[config.mk]
export PLATFORM = sky130hd
export DESIGN_NAME = gpio_alias_regs
export DESIGN_NICKNAME = d
export VERILOG_FILES = /design/src/rtl/gpio_alias_pkg.sv /design/src/rtl/gpio_rst_sync.sv /design/src/rtl/gpio_alias_reg.sv /design/src/rtl/gpio_read_port.sv /design/src/rtl/gpio_alias_regs.sv
export SDC_FILE = /design/constraint.sdc
export NUM_CORES = 1
export LEC_CHECK = 0
export CORE_ASPECT_RATIO = 1.4
export CORE_MARGIN = 5
export CORE_UTILIZATION = 55
export CTS_CLUSTER_SIZE = 40
export DETAILED_ROUTE_END_ITERATION = 7
export DONT_BUFFER_PORTS = 1
export GPL_ROUTABILITY_DRIVEN = 0
export GPL_TIMING_DRIVEN = 0
export PLACE_DENSITY = 0.69
export SLEW_MARGIN = 20
export SYNTH_ARGS = -nofsm -noshare
export SYNTH_HDL_FRONTEND = slang
export SYNTH_HIERARCHICAL = 1
export SYNTH_SLANG_ARGS = --single-unit
[constraint.sdc]
create_clock -name clk -period 2.9 [get_ports clk]
set_input_delay 0.29 -clock clk [delete_from_list [all_inputs] [get_ports clk]]
set_output_delay 0.29 -clock clk [all_outputs]
set_load 0.02 [all_outputs]
[src/rtl/gpio_alias_pkg.sv]
package gpio_alias_pkg;
  // Per-bit update applied by an alias write
  typedef enum logic [1:0] {
    OP_LOAD = 2'd0,
    OP_SET  = 2'd1,
    OP_CLR  = 2'd2,
    OP_TGL  = 2'd3
  } alias_op_e;

  localparam int unsigned ADDR_IN      = 0;
  localparam int unsigned ADDR_OUT     = 1;  // first of four output aliases
  localparam int unsigned ADDR_OE      = 5;  // first of four enable aliases
  localparam int unsigned ALIAS_SPAN   = 4;
  localparam int unsigned NUM_BANKS    = 2;
endpackage

[src/rtl/gpio_rst_sync.sv]
module gpio_rst_sync #(
  parameter int unsigned STAGES = 2
) (
  input  logic clk,
  input  logic rst_n,
  output logic rst_core_n
);
  logic [STAGES-1:0] chain_q;
  logic [STAGES-1:0] chain_d;

  always_comb begin
    chain_d = {chain_q[STAGES-2:0], 1'b1};
  end

  always_ff @(posedge clk or negedge rst_n) begin
    if (!rst_n) chain_q <= '0;
    else        chain_q <= chain_d;
  end

  assign rst_core_n = chain_q[STAGES-1];
endmodule

[src/rtl/gpio_alias_reg.sv]
module gpio_alias_reg
  import gpio_alias_pkg::*;
#(
  parameter int unsigned WIDTH = 30
) (
  input  logic             clk,
  input  logic             rst_n,
  input  logic             wr_en,
  input  alias_op_e        op,
  input  logic [WIDTH-1:0] mask,
  output logic [WIDTH-1:0] q
);
  logic [WIDTH-1:0] reg_q;
  logic [WIDTH-1:0] reg_d;

  always_comb begin
    unique case (op)
      OP_LOAD: reg_d = mask;
      OP_SET:  reg_d = reg_q | mask;
      OP_CLR:  reg_d = reg_q & ~mask;
      OP_TGL:  reg_d = reg_q ^ mask;
      default: reg_d = reg_q;
    endcase
  end

  always_ff @(posedge clk or negedge rst_n) begin
    if (!rst_n)     reg_q <= '0;
    else if (wr_en) reg_q <= reg_d;
  end

  assign q = reg_q;
endmodule

[src/rtl/gpio_read_port.sv]
module gpio_read_port
  import gpio_alias_pkg::*;
#(
  parameter int unsigned NUM_PINS = 30,
  parameter int unsigned DATA_W   = 32,
  parameter int unsigned ADDR_W   = 4
) (
  input  logic                clk,
  input  logic                rst_n,
  input  logic [ADDR_W-1:0]   addr,
  input  logic [NUM_PINS-1:0] pin_in,
  input  logic [NUM_PINS-1:0] out_q,
  input  logic [NUM_PINS-1:0] oe_q,
  output logic [DATA_W-1:0]   rdata
);
  logic [DATA_W-1:0] rdata_q;
  logic [DATA_W-1:0] rdata_d;

  always_comb begin
    if (addr == ADDR_W'(ADDR_IN))       rdata_d = DATA_W'(pin_in);
    else if (addr == ADDR_W'(ADDR_OUT)) rdata_d = DATA_W'(out_q);
    else if (addr == ADDR_W'(ADDR_OE))  rdata_d = DATA_W'(oe_q);
    else                                rdata_d = '0;
  end

  always_ff @(posedge clk or negedge rst_n) begin
    if (!rst_n) rdata_q <= '0;
    else        rdata_q <= rdata_d;
  end

  assign rdata = rdata_q;
endmodule

[src/rtl/gpio_alias_regs.sv]
module gpio_alias_regs
  import gpio_alias_pkg::*;
#(
  parameter int unsigned NUM_PINS    = 30,
  parameter int unsigned DATA_W      = 32,
  parameter int unsigned ADDR_W      = 4,
  parameter int unsigned SYNC_STAGES = 2
) (
  input  logic                clk,
  input  logic                rst_n,
  input  logic [ADDR_W-1:0]   bus_addr,
  input  logic [DATA_W-1:0]   bus_wdata,
  input  logic                bus_we,
  output logic [DATA_W-1:0]   bus_rdata,
  input  logic [NUM_PINS-1:0] pin_in,
  output logic [NUM_PINS-1:0] pin_out,
  output logic [NUM_PINS-1:0] pin_oe
);
  localparam int unsigned HI_W = DATA_W - NUM_PINS;

  logic                rst_core_n;
  logic [NUM_PINS-1:0] bank_q [NUM_BANKS];
  logic                unused_wdata_hi;

  // bits above the pin count are never stored
  assign unused_wdata_hi = ^bus_wdata[DATA_W-1:NUM_PINS];

  gpio_rst_sync #(.STAGES(SYNC_STAGES)) u_rst (
    .clk        (clk),
    .rst_n      (rst_n),
    .rst_core_n (rst_core_n)
  );

  for (genvar g = 0; g < NUM_BANKS; g++) begin : g_bank
    localparam int unsigned BASE = (g == 0) ? ADDR_OUT : ADDR_OE;
    logic [ADDR_W-1:0] offs;
    logic              hit;
    alias_op_e         op;

    always_comb begin
      offs = bus_addr - ADDR_W'(BASE);
      hit  = bus_we && (offs < ADDR_W'(ALIAS_SPAN));
      op   = alias_op_e'(offs[1:0]);
    end

    gpio_alias_reg #(.WIDTH(NUM_PINS)) u_reg (
      .clk   (clk),
      .rst_n (rst_core_n),
      .wr_en (hit),
      .op    (op),
      .mask  (bus_wdata[NUM_PINS-1:0]),
      .q     (bank_q[g])
    );
  end

  gpio_read_port #(
    .NUM_PINS (NUM_PINS),
    .DATA_W   (DATA_W),
    .ADDR_W   (ADDR_W)
  ) u_rd (
    .clk    (clk),
    .rst_n  (rst_core_n),
    .addr   (bus_addr),
    .pin_in (pin_in),
    .out_q  (bank_q[0]),
    .oe_q   (bank_q[1]),
    .rdata  (bus_rdata)
  );

  assign pin_out = bank_q[0];
  assign pin_oe  = bank_q[1];

  if (HI_W == 0) begin : g_no_hi
  end
endmodule

==> results.md, run 1 <==
* Outcome: finished, final reports clean
* Worst hold path type: in2reg
* Ys Warns at 6
* Crit path time final at 1.679 ns
* Clock power frac at 22.3%
* Nets at around 940
* Reg2reg end: g_bank[0].u_reg/q[8]
* Worst Reg-to-Reg Cells at 5
* MaxCap Viol Count at 0
* P_sw at 2.253 mW
* Avg Inst Size Synth at 10.34 um2
* Asr flop ratio synth at 100.0%
* Buffers on Ports at 0
* Post-placement cell count at 918
* Row count at 50
* Yosys cell types at 31
* DRT Wirelength at 20,720 um
* HPWL after DPL at 15,470 um
* F_max at 595.5 MHz
* Peak VDD IR at 0.4043 mV
* Final Hold Violating Endpoints at 0
* Root Driver: clkbuf_16
* Wire length per cell at 22.16 um
* Clk buf depth at 2
* Net Sw Frac at 42.61%
* Worst EP required at 3.14 ns
* TritonRoute pass-1 iters at 5
* Clk_lat worst skew at 0.35 ns
* Power per cell area at 649.0 nW/um2
* DIE WIDTH at roughly 110 um
* GRT Total Usage at 25.88%
* Die Ht at between 100 and 150 um
* CP Launch Type: input pin
* Vias in the first global route at about 6,100
* RSZ-0062 raised after global routing: no
* P&R area growth vs syn at 7.336%
* CP Max Fanout at 10
* DRT antenna net count at 0
* Seq pwr share at 46.3%
* Crit. Startpoint: bus_addr[0]
* Routed vias at 5,566
* Fill cells at 1,170
* Worst r2r src: g_bank[0].u_reg/q[8]
* Starting Density at a little under three fifths
* Post-synthesis sequential area ratio at 30.33%
* Diodes inserted at 0
* Setup TNS at 0 ns
* Worst slew pin tran at 0.7012 ns
* R2R setup slack at 1.36 ns
* # DRC at 0
* Synth Cell Area at 7590 um2
* Crit Path Class: in2reg
* Share of cells above drive strength 1 at 18.59%
* IO Count at between 150 and 200
* Final period utilization at 57.91%
* Clk slew on worst S/H paths at 0.07 ns
* Number of synthesized flops with an enable pin at 0
* Core Region at 13,450 um2
* #FFs+latches synth at 92
* Internal power at 3.034 mW
* Largest net degree at the start of global routing at 48
* Finished Layout Cells at 935
* Placement Setup Slack at around 0.89 ns
* Num CTS Buffers at 9
* Comb pwr share at 31.4%
* H-Tree Depth at 3
* Final Skew at about 0.007 ns
* Grt total ovfl at 0
* WHS at 0.06011 ns
* Total power at between 5 and 6 mW
* Initial antenna violation count at 0
* Final setup viols at 0
* Via density at 5.953
* CP endpoint kind: register
* Leak Pwr at 4.141 nW
* Die area at around 16,000 um2
* Crit path capture: g_bank[1].u_reg/q[2]
* Global-route wire length before repair at 32,620 um
* Final WS setup at around 1.2 ns
* Post-synth top flop: dfrtp_1
* Worst slew margin at a little over half
* Syn Inst Count at 734
* Final Max Tran Viols at 0
* Worst EP arrival at 1.92 ns
* Initial DRC Count at 220
* Post-CTS sizing at 0
* CTS tree: built
* Clock sink count at 92
flip-flops by register name, indices dropped and copies added (netlist names):
name            cells
u_rd/rdata         30
g_bank.u_reg/q     60
u_rst/chain_q       2
what timing repair did:
action                    in CTS  in global routing
hold buffers                   1                  0
setup buffers                  0                  0
hold endpoints to repair       2                  0
final cells by class:
class	count	area [um2]	share of cell area, %
clock inverters	6	55.05	0.6758
multi-input cells	469	4442	54.52
inverters	124	465.4	5.713
well taps	182	227.7	2.795
repair buffers	2	37.54	0.4608
plain buffers	50	384.1	4.715
flip-flops and latches	92	2306	28.31
clock buffers	10	229.0	2.811
layout by cell type, fill, tap and decap left out, types with 3 or more instances in the layout:
cell type / netlist / layout
ha_1: 121 / 121
inv_1: 119 / 119
mux2i_1: 98 / 98
dfrtp_1: 92 / 91
nand2_1: 85 / 85
o211ai_2: 35 / 35
o221ai_2: 30 / 30
o221ai_1: 22 / 22
o21ai_0: 20 / 20
o211ai_1: 17 / 17
buf_2: 15 / 15
buf_4: 13 / 13
buf_6: 10 / 10
o21ai_2: 10 / 10
clkbuf_16: 0 / 9
o22ai_1: 8 / 8
a21o_1: 8 / 8
clkbuf_1: 5 / 6
clkinv_2: 0 / 5
clkinv_1: 5 / 5
clkbuf_4: 4 / 4
conb_1: 2 / 3
routing by layer:
| metal | GRT usage [%] | wire (um) | vias to the layer above |
|---|---|---|---|
| li1 | - | - | 2572 |
| met1 | 29.56 | 7889 | 2773 |
| met2 | 45.91 | 10830 | 183 |
| met3 | 6.410 | 1476 | 38 |
| met4 | 9.919 | 527 | 0 |
| met5 | 0 | 0 | - |
cell families (layout without fill, tap and decap cells):
family,count (synthesis),after routing,synth area share [%]
AO/OA/AOI/OAI,153,153,20.29
XOR/XNOR,1,1,0.1154
flip-flops,92,92,30.33
adder cells (fa/ha/maj),121,121,19.95
buffers and inverters,174,192,11.19
multiplexers,98,98,12.92
AND/OR/NAND/NOR,93,93,5.094
other,2,3,0.09895
metrics by stage:
| stage | cell area, um2 | utilization (%) |
|---|---|---|
| after CTS | 8147 | 60.57 |
| after global routing | 8147 | 60.57 |
| final | 8147 | 60.57 |
| after floorplan | 7594 | - |
| after global placement | 7821 | 58.15 |
| after detailed placement | 7853 | 58.38 |
power by group through the flow:
stage	clock, mW	sequential, mW	combinational (mW)
after floorplan	0	2.32	1.31
after global placement	0	2.47	1.46
after detailed placement	0	2.48	1.65
after CTS	1.21	2.46	1.66
after global routing	1.26	2.51	1.89
final	1.18	2.45	1.66
worst max-delay path: stages:
cell      delay [ns]
inv_1           0.06
ha_1            0.27
o31ai_2         0.40
clkbuf_1        0.55
o22ai_1         0.16
a21o_1          0.18
cell usage after synthesis, types with 2 or more instances:
cell type  instances  area [um2]
clkinv_1           5       18.77
nand2_1           85       319.1
buf_6             10       112.6
o221ai_2          30       450.4
clkbuf_1           5       18.77
mux2i_1           98       980.9
ha_1             121        1514
a21o_1             8       60.06
buf_4             13       97.59
buf_2             15       75.07
nor2_1             2       7.510
o211ai_1          17       127.6
dfrtp_1           92        2302
and2b_1            2       15.01
conb_1             2       7.510
o21ai_0           20       100.1
o22ai_1            8       50.05
o221ai_1          22       192.7
clkbuf_4           4       30.03
nand4b_1           2       17.52
o21ai_2           10       87.58
buf_8              2       30.03
inv_1            119       446.7
o211ai_2          35       437.9
worst min path at each step:
stage	start	end	slack (ns)	depth (start not counted)
after detailed placement	rst_n	u_rst/chain_q[0]	-0.006	0
after global placement	rst_n	u_rst/chain_q[0]	-0.006	0
after global routing	pin_in[18]	u_rd/rdata[18]	0.05	2
final	pin_in[24]	u_rd/rdata[24]	0.06	2
after CTS	bus_addr[0]	u_rd/rdata[28]	0.04	1
after floorplan	rst_n	u_rst/chain_q[0]	-0.006	0
No activity file was read; power rests on OpenSTA's default activity.
==> run 2: changes to the inputs <==
--- a/config.mk
+++ b/config.mk
@@ -5,6 +5,7 @@
 export SDC_FILE = /design/constraint.sdc
 export NUM_CORES = 1
 export LEC_CHECK = 0
+export ABC_AREA = 1
 export CORE_ASPECT_RATIO = 1.4
 export CORE_MARGIN = 5
 export CORE_UTILIZATION = 55
==> constraint.sdc (replaced) <==
create_clock -name clk -period 1.5 [get_ports clk]
set_input_delay 0.15 -clock clk [delete_from_list [all_inputs] [get_ports clk]]
set_output_delay 0.15 -clock clk [all_outputs]
set_load 0.02 [all_outputs]
==> run 2 against run 1 <==
  * Count of clock-buffer cells in the layout rose by 1
  * First-iteration DRC count rose to 3.0 times the previous value
  * Combinational power rose by 72%
  * Cell area rose by 9.4%
  * Die area rose by 5.2%
  * Register-to-register slack got worse by 1.2 ns
  * Worst hold slack got worse by 0.050 ns
  * Wire length rose by 19%
  * Cell count rose by 44%
  * Clock power rose by 130%
==> results.md, run 2 <==
* Outcome: finished, final reports clean
* Hold path start: pin_in[15]
* Placement Setup Slack at -0.3959 ns
* P&R area growth vs syn at 11.22%
* Crit. Startpoint: g_bank[1].u_reg/q[20]
* Commonest non-fill, non-tap cell in the layout: nand2_1
* Net Sw Frac at 42.93%
* Root Driver: clkbuf_16
* F_max at 737.5 MHz
* CTS tree: built
* Clk slew on worst S/H paths at 0.07 ns
* Largest cells by area after synthesis: dfrtp_1 (29%), ha_1 (19%), nand3_1 (14%), nand2_1 (13%), inv_1 (7.3%)
* R2R setup slack at 0.14 ns
* Finished Layout Cells at 1,351
* Hold Path Stages at 2
* Reg2reg end: g_bank[1].u_reg/q[20]
* Buffers on Ports at 0
* Grt total ovfl at 0
* Wire length per cell at 18.21 um
* TritonRoute pass-1 iters at 5
* P_sw at 4.419 mW
* DIE WIDTH at 112.0 um
* Post-placement cell count at 1,308
* Largest area contributor in the netlist: dfrtp_1
* Internal power at about 5.9 mW
* Yosys top cell area share at 28.72%
* Seq pwr share at about 46%
* Worst slew margin at 52.91%
* WHS at 0.009656 ns
* Ys Warns at 6
* Post-synthesis sequential area ratio at between 20% and 30%
* Count leader, synth: nand2_1
* IO Count at 161
* Asr flop ratio synth at 100.0%
* Starting Density at a little under three fifths
* Crit Path Class: reg2reg
* Most frequent cells in the layout: nand2_1 (277), nand3_1 (231), inv_1 (155), ha_1 (121), dfrtp_1 (91)
* Final Max Tran Viols at 0
* CP Max Fanout at 5
* HPWL after DPL at roughly 18,000 um
* #FFs+latches synth at 92
* Share of cells above drive strength 1 at 10.24%
* Clk_lat worst skew at ~0.35 ns
* Syn Inst Count at ~1,100
* Diodes inserted at 0
* CP Launch Type: register
* Routed vias at 7,383
* Final WS setup at 0.1442 ns
* Largest net degree at the start of global routing at 50
* Worst EP required at around 1.7 ns
* Final period utilization at approximately nine tenths
* WHS Endpoint: u_rd/rdata[15]
* Global-route wire length before repair at 38,920 um
* Commonest cells post-synth: nand2_1 (277), nand3_1 (231), inv_1 (156), ha_1 (121), dfrtp_1 (92)
* Die area at 17,120 um2
* # DRC at 0
* GRT Total Usage at 28.73%
* DRT Wirelength at 24,600 um
* Vias in the first global route at 7,129
* Core Region at 14,380 um2
* Peak VDD IR at between 0.7 and 0.8 mV
* Avg Inst Size Synth at 7.176 um2
* Leak Pwr at 4.924 nW
* Worst Reg-to-Reg Cells at 6
* RSZ-0062 raised after global routing: no
* Worst slew pin tran at 0.7064 ns
* Clock power frac at approximately a quarter
* Crit path time final at 1.356 ns
* Worst EP arrival at around 1.6 ns
* Synth Cell Area at 8015 um2
* Number of synthesized flops with an enable pin at 0
* Clk buf depth at 2
* Final Skew at 0.01057 ns
* Initial DRC Count at 666
* Worst r2r src: g_bank[1].u_reg/q[20]
* MaxCap Viol Count at 0
* Yosys cell types at 26
* Power per cell area at 1155 nW/um2
* Via density at 5.465
* Row count at 52
* Die Ht at 152.8 um
* Post-synth top flop: dfrtp_1
* H-Tree Depth at 3
* Initial antenna violation count at 0
* Final Hold Violating Endpoints at 0
* DRT antenna net count at 0
* Setup TNS at 0 ns
* Clock sink count at 92
* Final setup viols at 0
* Worst hold path type: in2reg
* Max FFs per register at 60
* Comb pwr share at 27.7%
* CP endpoint kind: register
* Nets at 1,347
* Num CTS Buffers at 9
run 2: routing by layer:
metal  track usage (%)  routed length (um)
met5                 0                   0
met4             14.32                1299
met3             9.454                2325
met2             46.97               11500
met1             33.74                9469
run 2: how the worst max path moves through the flow:
stage                             to  slack [ns]
2_1_floorplan   g_bank[1].u_reg/q[5]       -0.01
3_3_place_gp   g_bank[0].u_reg/q[13]       -0.40
3_5_place_dp   g_bank[0].u_reg/q[17]       -0.40
4_1_cts        g_bank[1].u_reg/q[14]       0.008
5_1_grt        g_bank[1].u_reg/q[20]        0.06
6_report       g_bank[1].u_reg/q[20]        0.14
run 2: metrics by stage:
step	util (%)	area (um2)	total power, mW
CTS	61.91	8902	10.34
finish	62.00	8915	10.29
global route	62.00	8915	11.09
floorplan	-	8034	6.591
global placement	57.52	8270	7.454
detailed placement	57.71	8298	7.585
run 2: final cells by class:
class / instances / area [um2]
fill: 1349 / 5464
buffer: 67 / 496.7
timing repair buffer: 28 / 295.3
clock buffer: 11 / 242.7
inverter: 163 / 618.1
multi-input combinational: 796 / 4619
sequential: 92 / 2306
clock inverter: 5 / 100.1
tap: 189 / 236.5
run 2: what timing repair did:
action	in CTS	in global routing
buffers inserted	0	1
resized for setup	1	8
endpoints found under the setup margin	10	60
pin swaps	0	0
hold buffers	26	0
gates cloned	0	0
endpoints found under the hold margin	27	0
run 2: cell families after synthesis:
| kind of cell | Yosys count | synth area share, % |
|---|---|---|
| xor+xnor | 2 | 0.2186 |
| flops | 92 | 28.72 |
| fa+ha+maj | 121 | 18.89 |
| buf+inv | 230 | 13.69 |
| other cells | 2 | 0.09370 |
| compound gates | 73 | 6.150 |
| simple gates | 597 | 32.24 |
run 2: power by group through the flow:
stage | combinational, mW | sequential [mW] | clock [mW]
2_1_floorplan | 2.24 | 4.35 | 0
3_3_place_gp | 2.62 | 4.84 | 0
3_5_place_dp | 2.76 | 4.82 | 0
4_1_cts | 2.84 | 4.77 | 2.72
5_1_grt | 3.38 | 4.86 | 2.85
6_report | 2.85 | 4.76 | 2.69
run 2: critical path: stages, from the launching register on:
cell and delay (ns):
dfrtp_1 0.62, inv_1 0.09, ha_1 0.28, nand3_1 0.07
nand3_1 0.08, nand2_1 0.06, nand2_1 0.05
==> run 3: changes to the inputs <==
--- a/config.mk
+++ b/config.mk
@@ -14,7 +14,7 @@
 export DONT_BUFFER_PORTS = 1
 export GPL_ROUTABILITY_DRIVEN = 0
 export GPL_TIMING_DRIVEN = 0
-export PLACE_DENSITY = 0.69
+export PLACE_DENSITY = 0.73
 export SLEW_MARGIN = 20
 export SYNTH_ARGS = -nofsm -noshare
 export SYNTH_HDL_FRONTEND = slang
==> run 3 against run 2 <==
  * Setup slack got worse by 0.00055 ns
  * Combinational power is essentially flat
  * Register-to-register slack barely moved
  * Global-route usage shrank 0.54 points
  * First-iteration DRC count rose by 6.3%
  * Power down 3.5%
  * Clock skew barely moved
  * Count of clock-buffer cells in the layout grew 2
  * Largest cell class unchanged
  * Largest power group unchanged
==> results.md, run 3 (synthesis gave the netlist of run 2 again) <==
* Outcome: finished, final reports clean
* Diodes inserted at 0
* Critical path cell sequence: inv_1, ha_1, nand3_1, nand3_1, nand2_1, nand2_1
* Initial antenna violation count at 0
* Wire length per cell at between 15 and 20 um
* Clk buf depth at 2
* Grt total ovfl at 0
* IO Count at 161
* DRT Wirelength at 24,550 um
* Worst hold path type: in2reg
* Top sig layer: met4
* Final period utilization at 90.43%
* DR WL met3 at 2421 um
* Fill cells at 1,324
* Vias in the first global route at 7,148
* Max FFs per register at 60
* Reg area at 2306 um2
* Routed vias at 7,584
* Initial DRC Count at 708
* CP Buf/Inv Count at 1
* Most frequent cells in the layout: nand2_1 (277), nand3_1 (231), inv_1 (155), ha_1 (121), dfrtp_1 (91)
* CP Max Fanout at 5
* Wire length on met2 at approximately 12,000 um
* Worst EP arrival at between 1.5 and 2 ns
* Row count at 52
* Worst slew margin at 64.67%
* Num CTS Buffers at 9
* Max incr delay on CP at around 0.57 ns
* Final Hold Violating Endpoints at 0
* # DRC at 0
* Buffers on Ports at 0
* Largest net degree at the start of global routing at 56
* Final Max Tran Viols at 0
* H-Tree Depth at 3
* Starting Density at 55.74%
* Power per cell area at 1119 nW/um2
* TritonRoute pass-1 iters at 5
* Area of the multi-input gates at between 4000 and 5000 um2
* Final Skew at 0.01020 ns
* Worst Reg-to-Reg Cells at 6
* Via density at 5.605
* CP top delay family: flip-flops
* Die Ht at 152.8 um
* Global-route wire length before repair at 38,450 um
* GRT Total Usage at 28.19%
* CP endpoint kind: register
* Die area at 17,120 um2
* Root Driver: clkbuf_16
* F_max at about 740 MHz
* CTS tree: built
* WHS at 0.03367 ns
* DRT antenna net count at 0
* Peak VDD IR at between 0.6 and 0.7 mV
* Metal-1 WL at 9365 um
* Crit path depth at 6
* DIE WIDTH at ~110 um
* MaxCap Viol Count at 0
* Worst r2r src: g_bank[0].u_reg/q[29]
* Core Region at 14,380 um2
* Crit path time final at 1.356 ns
* Share of cells above drive strength 1 at 9.794%
* Final setup viols at 0
* Clk_lat worst skew at 0.35 ns
* Crit. Startpoint: g_bank[0].u_reg/q[29]
* Total power at just under 10 mW
* CP max stage cell: dfrtp_1
* Clk slew on worst S/H paths at around 0.07 ns
* Nets at 1,350
* Clock sink count at 92
* Worst slew pin tran at 0.5299 ns
* Leak Pwr at 4.897 nW
* RSZ-0062 raised after global routing: no
* Worst EP required at 1.73 ns
* Commonest non-fill, non-tap cell in the layout: nand2_1
* Crit Path Class: reg2reg
* Hold Path Stages at 2
* HPWL after DPL at 18,360 um
* P&R area growth vs syn at 10.76%
* CP Launch Type: register
* Hold path start: pin_in[3]
[run 3: cell count changes in the layout (fill, tap and decap cells not counted), sizes merged]
| cell | previous run | this run |
|---|---|---|
| buf | 58 | 60 |
| bufinv | 3 | 1 |
| clkbuf | 22 | 24 |
| clkinv | 3 | 2 |
| dlygate4sd3 | 26 | 27 |
[run 3: path summary, 6_finish.rpt]
check / to / slack, ns
setup / recovery: g_bank[0].u_reg/q[29] / 0.14
hold / removal: u_rd/rdata[3] / 0.03
setup reg to reg: g_bank[0].u_reg/q[29] / 0.14
hold reg to reg: g_bank[0].u_reg/q[25] / 0.31
max in group asynchronous: g_bank[1].u_reg/q[15] / 0.53
min in group asynchronous: u_rst/chain_q[0] / 0.04
[run 3: final cells by class]
| class | instances | share of cell area (%) |
|---|---|---|
| Clock inverter | 2 | 0.3946 |
| Inverter | 163 | 6.963 |
| Buffer | 67 | 5.539 |
| Tap cell | 189 | 2.664 |
| Sequential cell | 92 | 25.98 |
| Clock buffer | 13 | 2.819 |
| Multi-Input combinational cell | 796 | 52.04 |
| Timing Repair Buffer | 31 | 3.608 |
[run 3: routing by layer]
metal  vias up  track usage, %
met5         -               0
met4         0           12.94
met3        55           8.149
met2       354           47.26
met1      3568           33.27
li1       3607               -
[run 3: metrics by stage]
stage | cell area (um2) | TNS (ns) | std cells | worst slack, ns | util, %
final | 8877 | 0 | 1353 | 0.1436 | 61.74
after global routing | 8877 | 0 | 1353 | 0.05082 | 61.74
after CTS | 8853 | 0 | 1350 | 0.02129 | 61.57
after detailed placement | 8298 | -15.97 | 1308 | -0.3004 | 57.71
after global placement | 8270 | -15.32 | 1307 | -0.2886 | 57.52
after floorplan | 8034 | -0.01333 | 1118 | -0.01077 | -
[run 3: what timing repair did]
item,in CTS,in global routing
hold buffers,27,0
endpoints found under the hold margin,28,0
endpoints found under the setup margin,0,60
setup buffers,0,3
gates resized for setup,0,2
[run 3: report_power, final]
part / total (mW) / leakage (nW) / switching [mW] / internal (mW)
clock network: 2.32 / 0.140 / 0.985 / 1.33
logic: 2.86 / 3.57 / 1.66 / 1.20
registers: 4.75 / 1.18 / 1.75 / 3.01
